--- src/rtl/bkp_pkg.sv ---
package bkp_pkg;

    // What the storage array does at the next edge
    typedef enum logic [1:0] {
        OP_HOLD  = 2'd0,
        OP_CLEAR = 2'd1,
        OP_WRITE = 2'd2
    } store_op_e;

    // Access and erase conditions derived from the tamper inputs
    typedef struct packed {
        logic blocked;
        logic erase;
    } guard_t;

    // True when a byte address names a word inside the window
    function automatic logic in_window(input logic [31:0] addr,
                                       input logic [31:0] base,
                                       input logic [31:0] words);
        logic [31:0] limit;
        limit = base + (words << 2);
        return (addr[1:0] == 2'b00) && (addr >= base) && (addr < limit);
    endfunction

endpackage

--- src/rtl/bkp_guard.sv ---
module bkp_guard
    import bkp_pkg::*;
#(
    parameter int NUM_SRC = 9
) (
    input  logic [NUM_SRC-1:0] flag,
    input  logic [NUM_SRC-1:0] potential,
    input  logic [NUM_SRC-1:0] mask,
    input  logic               sw_block,
    input  logic               sw_erase,
    output guard_t             guard
);
    logic [NUM_SRC-1:0] live;
    logic [NUM_SRC-1:0] confirmed;

    always_comb begin
        live          = flag & ~mask;
        confirmed     = live & ~potential;
        guard.blocked = sw_block | (|live);
        guard.erase   = sw_erase | (|confirmed);
    end
endmodule

--- src/rtl/bkp_decode.sv ---
module bkp_decode
    import bkp_pkg::*;
#(
    parameter int          ADDR_W    = 12,
    parameter int          NUM_WORDS = 9,
    parameter logic [31:0] BASE      = 32'h100,
    parameter int          IDX_W     = 4
) (
    input  logic [ADDR_W-1:0] addr,
    output logic              hit,
    output logic [IDX_W-1:0]  idx
);
    logic [31:0] addr32;

    always_comb begin
        addr32 = 32'(addr);
        hit    = in_window(addr32, BASE, 32'(NUM_WORDS));
        idx    = IDX_W'((addr32 - BASE) >> 2);
    end
endmodule

--- src/rtl/bkp_store.sv ---
module bkp_store
    import bkp_pkg::*;
#(
    parameter int NUM_WORDS = 9,
    parameter int DATA_W    = 32,
    parameter int IDX_W     = 4
) (
    input  logic                        clk,
    input  logic                        dom_rst,
    input  store_op_e                   op,
    input  logic [IDX_W-1:0]            wr_idx,
    input  logic [DATA_W-1:0]           wr_data,
    input  logic [IDX_W-1:0]            rd_idx,
    output logic [DATA_W-1:0]           rd_word,
    output logic [NUM_WORDS*DATA_W-1:0] words_flat
);
    logic [DATA_W-1:0] word_q [NUM_WORDS];

    for (genvar g = 0; g < NUM_WORDS; g++) begin : g_word
        always_ff @(posedge clk) begin
            if (dom_rst) begin
                word_q[g] <= '0;
            end else if (op == OP_CLEAR) begin
                word_q[g] <= '0;
            end else if (op == OP_WRITE && wr_idx == IDX_W'(g)) begin
                word_q[g] <= wr_data;
            end
        end
        assign words_flat[g*DATA_W +: DATA_W] = word_q[g];
    end

    always_comb begin
        rd_word = '0;
        for (int i = 0; i < NUM_WORDS; i++) begin
            if (rd_idx == IDX_W'(i)) rd_word = word_q[i];
        end
    end
endmodule

--- src/rtl/tamper_backup_regs.sv ---
module tamper_backup_regs
    import bkp_pkg::*;
#(
    parameter int          NUM_WORDS = 9,
    parameter int          DATA_W    = 32,
    parameter int          ADDR_W    = 12,
    parameter int          NUM_SRC   = 9,
    parameter logic [31:0] BASE      = 32'h100
) (
    input  logic               clk,
    input  logic               rst,
    input  logic               bkd_rst,
    input  logic [ADDR_W-1:0]  bus_addr,
    input  logic               bus_wr,
    input  logic [DATA_W-1:0]  bus_wdata,
    input  logic               bus_rd,
    output logic [DATA_W-1:0]  bus_rdata,
    input  logic [NUM_SRC-1:0] tmp_flag,
    input  logic [NUM_SRC-1:0] tmp_potential,
    input  logic [NUM_SRC-1:0] tmp_mask,
    input  logic               sw_block,
    input  logic               sw_erase
);
    localparam int IDX_W = (NUM_WORDS > 1) ? $clog2(NUM_WORDS) : 1;

    guard_t                      guard;
    logic                        addr_hit;
    logic [IDX_W-1:0]            addr_idx;
    store_op_e                   op;
    logic [DATA_W-1:0]           rd_word;
    logic [NUM_WORDS*DATA_W-1:0] words_flat;

    bkp_guard #(.NUM_SRC(NUM_SRC)) u_guard (
        .flag      (tmp_flag),
        .potential (tmp_potential),
        .mask      (tmp_mask),
        .sw_block  (sw_block),
        .sw_erase  (sw_erase),
        .guard     (guard)
    );

    bkp_decode #(
        .ADDR_W    (ADDR_W),
        .NUM_WORDS (NUM_WORDS),
        .BASE      (BASE),
        .IDX_W     (IDX_W)
    ) u_decode (
        .addr (bus_addr),
        .hit  (addr_hit),
        .idx  (addr_idx)
    );

    // Erase outranks any write presented in the same cycle
    always_comb begin
        if (guard.erase)                              op = OP_CLEAR;
        else if (bus_wr && addr_hit && !guard.blocked) op = OP_WRITE;
        else                                          op = OP_HOLD;
    end

    bkp_store #(
        .NUM_WORDS (NUM_WORDS),
        .DATA_W    (DATA_W),
        .IDX_W     (IDX_W)
    ) u_store (
        .clk        (clk),
        .dom_rst    (bkd_rst),
        .op         (op),
        .wr_idx     (addr_idx),
        .wr_data    (bus_wdata),
        .rd_idx     (addr_idx),
        .rd_word    (rd_word),
        .words_flat (words_flat)
    );

    always_ff @(posedge clk) begin
        if (rst || bkd_rst) begin
            bus_rdata <= '0;
        end else if (bus_rd && addr_hit && !guard.blocked) begin
            bus_rdata <= rd_word;
        end else begin
            bus_rdata <= '0;
        end
    end
endmodule

--- config.mk ---
export PLATFORM = sky130hd
export DESIGN_NAME = tamper_backup_regs
export DESIGN_NICKNAME = d
export VERILOG_FILES = /design/src/rtl/bkp_pkg.sv /design/src/rtl/bkp_guard.sv /design/src/rtl/bkp_decode.sv /design/src/rtl/bkp_store.sv /design/src/rtl/tamper_backup_regs.sv
export SDC_FILE = /design/constraint.sdc
export NUM_CORES = 1
export LEC_CHECK = 0
export ABC_CLOCK_PERIOD_IN_PS = 8500
export BUFFER_PORTS_ARGS = -buffer_cell sky130_fd_sc_hd__buf_4
export CELL_PAD_IN_SITES_DETAIL_PLACEMENT = 1
export CELL_PAD_IN_SITES_GLOBAL_PLACEMENT = 2
export CORE_ASPECT_RATIO = 0.7
export CORE_MARGIN = 5
export CORE_UTILIZATION = 41
export DETAILED_ROUTE_END_ITERATION = 12
export HOLD_SLACK_MARGIN = 0.03
export PLACE_DENSITY = 0.88
export RECOVER_POWER = 25
export SLEW_MARGIN = 5
export SYNTH_ARGS = -nofsm -noshare
export SYNTH_HDL_FRONTEND = slang
export SYNTH_SLANG_ARGS = --single-unit
--- constraint.sdc ---
create_clock -name clk -period 8.5 [get_ports clk]
set_clock_uncertainty 0.05 [all_clocks]
set_input_delay 0.85 -clock clk [delete_from_list [all_inputs] [get_ports clk]]
set_output_delay 0.85 -clock clk [all_outputs]
set_load 0.05 [all_outputs]
======== Yosys cells after proc, flatten, opt, wreduce, memory -nomap -nowiden ========
Memory sizes are Yosys's and may differ from the RTL's.
Cells that the tools add are included.
storage, ports and cells
  input port bits ......................... 78
  memories kept ........................... 1
  output and inout port bits .............. 32
  flip-flop bits (word level) ............. 32
  latch bits .............................. 0
  ROM bits ................................ 0
  RAM bits ................................ 288
  logic and storage cells ................. 132
memory list
  name            depth  bits a word  read ports  clocked after Yosys merged registers in  wr ports  line             source
  u_store.word_q  9      32           9           0                                        9         bkp_store.sv:17  logic [DATA_W-1:0] word_q [NUM_WORDS];
cells by class
  $lt $le $gt $ge ......................... 2
  shift-type cells ........................ 0
  multipliers ............................. 0
  div/mod/pow operators ................... 0
  multiplexer cells ....................... 70
  equality and inequality tests ........... 10
  reduce and logical (&&, ||, !) cells .... 22
  bitwise operators ....................... 25
  $add $sub $neg .......................... 1
operator list
  operator                                                     number
  2-to-1 mux 32 bit                                            27
  2-to-1 mux 1 bit                                             41
  bitwise OR 1 bit                                             20
  AND 9 bit                                                    2
  inverter 9 bit                                               2
  OR reduction 9 bit                                           2
  == test 4 x 3 -> 1 bit, second input constant                4
  logical AND 1 bit                                            15
  >= comparator 12 x 9 -> 1 bit, second input constant         1
  less-than comparator 12 x 9 -> 1 bit, second input constant  1
  == test 4 x 2 -> 1 bit, second input constant                2
  subtractor 6 x 1 -> 6 bit, second input constant             1
  == test 4 x 1 -> 1 bit, second input constant                1
  == test 4 bit, second input constant                         1
  logical NOT 4 bit                                            1
  2-to-1 mux 2 bit                                             2
  == test 2 x 1 -> 1 bit, second input constant                1
  == test 2 bit, second input constant                         1
  logical NOT 2 bit                                            1
  OR reduction 2 bit                                           1
  logical NOT 1 bit                                            1
  logical OR 1 bit                                             1
  inverter 1 bit                                               1

======== Longest topological paths before layout ========
  depth in word-level cells ............... 15
  mapped depth ............................ 8
  gate-level depth less buffers ........... 5

======== Cells and area by module ========
Synthesis repeated with hierarchy kept, for this count alone.
unflattened totals
  cell total of the unflattened synthesis .. 1132
  area total of the unflattened synthesis .. 14666.6 µm²
modules (own cells, without submodules)
  module              cells each  seq. area each (µm²)  times used  area each (µm²)
  bkp_store           1028        8648.3                1           13369.1
  tamper_backup_regs  75          640.6                 1           1083.5
  bkp_guard           21          0.0                   1           155.1
  bkp_decode          8           0.0                   1           58.8

======== Least setup slack after synthesis ========
OpenSTA, ideal clock, no wires.
  path type ............................... input to register
  from .................................... in bus_addr[2]
  to ...................................... mem u_store.word_q[1][0] (enable)
  stages .................................. 7
  data arrival time ....................... 4.433 ns
  required time ........................... 7.980 ns
  slack ................................... 3.547 ns
  library setup time ...................... 0.470 ns
  buffers on the path ..................... 2
  cells stage by stage .................... buf_2 -> nor3_1 -> nor2_1 -> nor4_1 -> buf_2 -> nand2_1 -> o31ai_1
RTL lines
  item         line                      source
  from (decl)  tamper_backup_regs.sv:13  input logic [ADDR_W-1:0] bus_addr,
  to (decl)    bkp_store.sv:17

======== Worst setup path in the final report ========
  from .................................... in bus_addr[2]
  to ...................................... reg bus_rdata[20]
on the way
  cells in the longest elaborated chain, start to end .. 11
  elaborated cells on any way between the ends .. 27
  classes of those cells .................. 1 x add/sub; 2 x order compare; 8 x eq/ne; 9 x mux; 1 x bitwise; 6 x reduce/logical
RTL lines
  item                             line                      source
  subtractor 6 x 1 -> 6 bit        bkp_decode.sv:18          idx = IDX_W'((addr32 - BASE) >> 2);
  logical NOT 4 bit                bkp_store.sv:35           if (rd_idx == IDX_W'(i)) rd_word = word_q[i];
  2-to-1 mux 32 bit (9 in series)  bkp_store.sv:35
  to (signal assigned)             tamper_backup_regs.sv:79  bus_rdata <= rd_word;
  to (decl)                        tamper_backup_regs.sv:17  output logic [DATA_W-1:0] bus_rdata,
Several ways; a longest one is shown, not always the timed one.
A chain may end at the register's enable or synchronous reset.

==> impl_metrics.tcl <==
set metrics [dict create \
    cts_inserted_buffers 34 \
    track_usage_pct 23.9 \
    dieArea_um2 36900 \
    grt_pass1_wl_mm 65.6 \
    hold_buf_count_cts 0 \
    finalPower_mw 3.51 \
    timing.hold.worst.class "reg2reg" \
    portBuffers 109 \
    maxClockFrequency_mhz 178 \
    area_share_of_fa_ha_maj_cells_after_synthesis_pct 0 \
    detailedPlacementHpwl_mm 26.9 \
    synth_area_leader_cell "sky130_fd_sc_hd__edfxtp_1" \
    critical_path.startpoint_type "input pin" \
    cp_max_fo 38 \
    run_status "complete, but fails checks" \
    synthMostInstantiatedCell "sky130_fd_sc_hd__nor2_1" \
    postSynth.topFlopCell "sky130_fd_sc_hd__edfxtp_1" \
    cp_data_required_time_ns 8.69 \
    synth_xor_xnor_area_share_pct 0 \
    route.final.wire_length_mm 44.2 \
    synthesis.nets 1261 \
    detailroute.via_count 10200 \
    cts_h_tree_depth 2 \
    die_x_extent_um 228 \
    violations "max-capacitance violations, max-slew violations" \
    drcViolationCount 0 \
    main_combinational_cell_family_by_area_after_synthesis "simple AND/OR/NAND/NOR gates" \
    clock_tree_from_tritoncts "yes" \
    instances_no_fill 1725 \
    synth_area_um2 13600 \
    clock_latency_ns 0.54 \
    ys_seq_elements 320 \
    layout-drive-gt1-share_pct 14.8 \
    clock_tree.buffer_depth 3 \
    synth.lib_cells_used.distinct 36 \
    critPathBufInv 4 \
    synthTopCellsByCount "sky130_fd_sc_hd__nor2_1, sky130_fd_sc_hd__edfxtp_1, sky130_fd_sc_hd__clkbuf_1" \
    synth_simple_gate_area_share_pct 14.1 \
    final_max_slew_viol_count 159 \
    cap_viol_max_count 5 \
    type_of_the_worst_setup_path "in2reg" \
    dp_cells 1664 \
    timing.critical_path.arrival_ns 5.82 \
    reg_clk_slew_reported_paths_ns 0.06 \
    ys_seq_area_share_pct 68.4 \
    die_h_um 162 \
    finalHoldViolations 0 \
    grt_start_max_net_pins 39 \
    syn_avg_cell_area_um2 11.5 \
    number_of_warning_messages_in_the_yosys_log 0 \
    postSynth.asyncResetShare_pct 0 \
    crit_path_top_delay_cell "sky130_fd_sc_hd__clkbuf_1" \
    final.period_utilization_pct 66.2 \
    p_leak_nw 5.97 \
    critical_path.cell_chain "buf_4 -> clkbuf_1 -> nor3_1 -> nor2_1 -> nor4_1 -> clkbuf_1 -> nand2_1 -> clkbuf_1 -> a2111oi_0" \
    critPathCaptureType "flop" \
    initial_core_util_pct 41.8 \
    family_with_the_most_delay_on_the_worst_path "buffers and inverters" \
    drtPass1Iterations 5 \
    final-setup-viol-count 0 \
    synth_top_area_share_pct 63.7 \
    peakVddDrop_mv 0.108 \
    post_cts.resized_instances 0 \
    rsz0062_at_grt "false" \
    power-per-cell-area_nw_per_um2 220 \
    per_cell_via_count_in_the_routed_design 5.91 \
    globalRoute.totalOverflow 0 \
    num-nets-final 1351 \
    first_global_vias 10600 \
    clock_tree.root_cell "sky130_fd_sc_hd__clkbuf_16" \
    period_minus_slack_ns 5.63 \
    post_drt_wl_per_cell_um 25.6 \
    postSynthCellCount 1183 \
    timing.critical_path.mode_cell "sky130_fd_sc_hd__clkbuf_1" \
    synth.area.top_cells "sky130_fd_sc_hd__edfxtp_1, sky130_fd_sc_hd__nor2_1, sky130_fd_sc_hd__dfxtp_1, sky130_fd_sc_hd__a22oi_1, sky130_fd_sc_hd__o21ai_0" \
    boundaryPins 110 \
    grt_antenna_before_repair 0 \
    std_cell_rows 55 \
    detail-route-antenna-nets 0 \
    area_growth_syn_to_layout_pct 17.4 \
    worst_slew_pin_slew_ns 2.37 \
    cts_post_setup_buffers_inserted 0 \
    number_of_antenna_cells_inserted 0 \
    number_of_enable_flip_flop_cells_after_synthesis 288 \
    gpl.final_weighted_congestion 0.844 \
    core_area_um2 32500 \
    detail_route.iter0.violations 952 \
    clock_sink_count 320 \
    muxShareOfSynthArea_pct 3.37 \
    finalSetupTns_ns 0 \
    timing.max_slew.rel_slack_pct -58.3 \
    synth_compound_area_share_pct 11.3 \
    worst_path_largest_cell_delay_ns 1.69 \
]
==> state kept, by name, indices dropped and copies added (netlist names) <==
name,cells
u_store.word_q,288
bus_rdata,32
==> layer usage <==
layer  GRT usage [%]  share of wire (%)
met1            33.3                 43
met2            38.5                 47
met3            4.70                8.2
met4            6.38                2.1
met5               0                  0
==> per-stage QoR <==
step,util [%],hold slack [ns],area [µm²],setup WS (ns)
floorplan,-,0.472,13600,3.55
finish,49.1,0.506,15900,2.87
CTS,49.5,0.503,16100,4.29
global route,49.1,0.538,15900,2.63
global placement,46.1,0.487,15000,3.91
detailed placement,46.1,0.514,15000,3.74
==> tightest hold or removal path: cells and delay by family (launching register included) <==
family           cells  cell delay (ns)
AND/OR/NAND/NOR      1             0.11
AO/OA/AOI/OAI        1             0.05
flip-flops           1             0.36
==> worst paths after layout <==
kind,to,depth (start not counted),slack (ns),from
max,bus_rdata[20]$_SDFF_PP0_,9,2.87,bus_addr[2]
min,bus_rdata[9]$_SDFF_PP0_,2,0.51,u_store.word_q[8][9]$_SDFFCE_PN0P_
max reg2reg,bus_rdata[2]$_SDFF_PP0_,5,6.70,u_store.word_q[0][2]$_SDFFCE_PN0P_
min reg2reg,bus_rdata[9]$_SDFF_PP0_,2,0.51,u_store.word_q[8][9]$_SDFFCE_PN0P_
==> layout make-up <==
cell class                      count  area, µm²
Fill cell                        3470      16500
Sequential cell                   320       9290
Multi-Input combinational cell    763       4030
Clock buffer                       49        968
Timing Repair Buffer              142        923
Tap cell                          427        534
Clock inverter                     12        146
Inverter                           12       45.0
==> kinds of logic (layout without fill, tap and decap cells) <==
logic type | count (synthesis) | after routing
simple gates | 473 | 473
flops | 320 | 320
compound gates | 247 | 247
buf+inv | 100 | 215
mux | 43 | 43
==> layout by cell type (no fill, tap or decap), types with 2 or more instances in the layout <==
cell	count
sky130_fd_sc_hd__o21ai_4	6
sky130_fd_sc_hd__a22oi_1	44
sky130_fd_sc_hd__nor2b_2	2
sky130_fd_sc_hd__clkbuf_1	48
sky130_fd_sc_hd__a211oi_1	28
sky130_fd_sc_hd__o2111ai_1	3
sky130_fd_sc_hd__clkbuf_16	35
sky130_fd_sc_hd__nor2b_1	8
sky130_fd_sc_hd__inv_1	12
sky130_fd_sc_hd__nor3_1	5
sky130_fd_sc_hd__a22o_1	5
sky130_fd_sc_hd__nand3_1	6
sky130_fd_sc_hd__clkinv_1	3
sky130_fd_sc_hd__clkinv_2	4
sky130_fd_sc_hd__nand2b_1	8
sky130_fd_sc_hd__nor3b_1	2
sky130_fd_sc_hd__mux2i_1	21
sky130_fd_sc_hd__a2111oi_0	4
sky130_fd_sc_hd__nor2_1	351
sky130_fd_sc_hd__dfxtp_1	32
sky130_fd_sc_hd__nand2_1	68
sky130_fd_sc_hd__a21oi_1	53
sky130_fd_sc_hd__or3b_2	3
sky130_fd_sc_hd__nand4_1	8
sky130_fd_sc_hd__and2_0	2
sky130_fd_sc_hd__buf_4	104
sky130_fd_sc_hd__and2_1	2
sky130_fd_sc_hd__o21ai_0	57
sky130_fd_sc_hd__clkbuf_8	4
sky130_fd_sc_hd__nor4_1	2
sky130_fd_sc_hd__a31oi_1	4
sky130_fd_sc_hd__mux2_2	22
sky130_fd_sc_hd__o22ai_1	38
sky130_fd_sc_hd__bufinv_16	3
sky130_fd_sc_hd__edfxtp_1	288
sky130_fd_sc_hd__o31ai_4	3
==> power breakdown <==
part	internal (mW)	switching, mW	total [mW]
Sequential	1.77	0.0198	1.79
Combinational	0.0634	0.150	0.213
Clock	0.888	0.622	1.51
No activity file was read; power rests on OpenSTA's default activity.
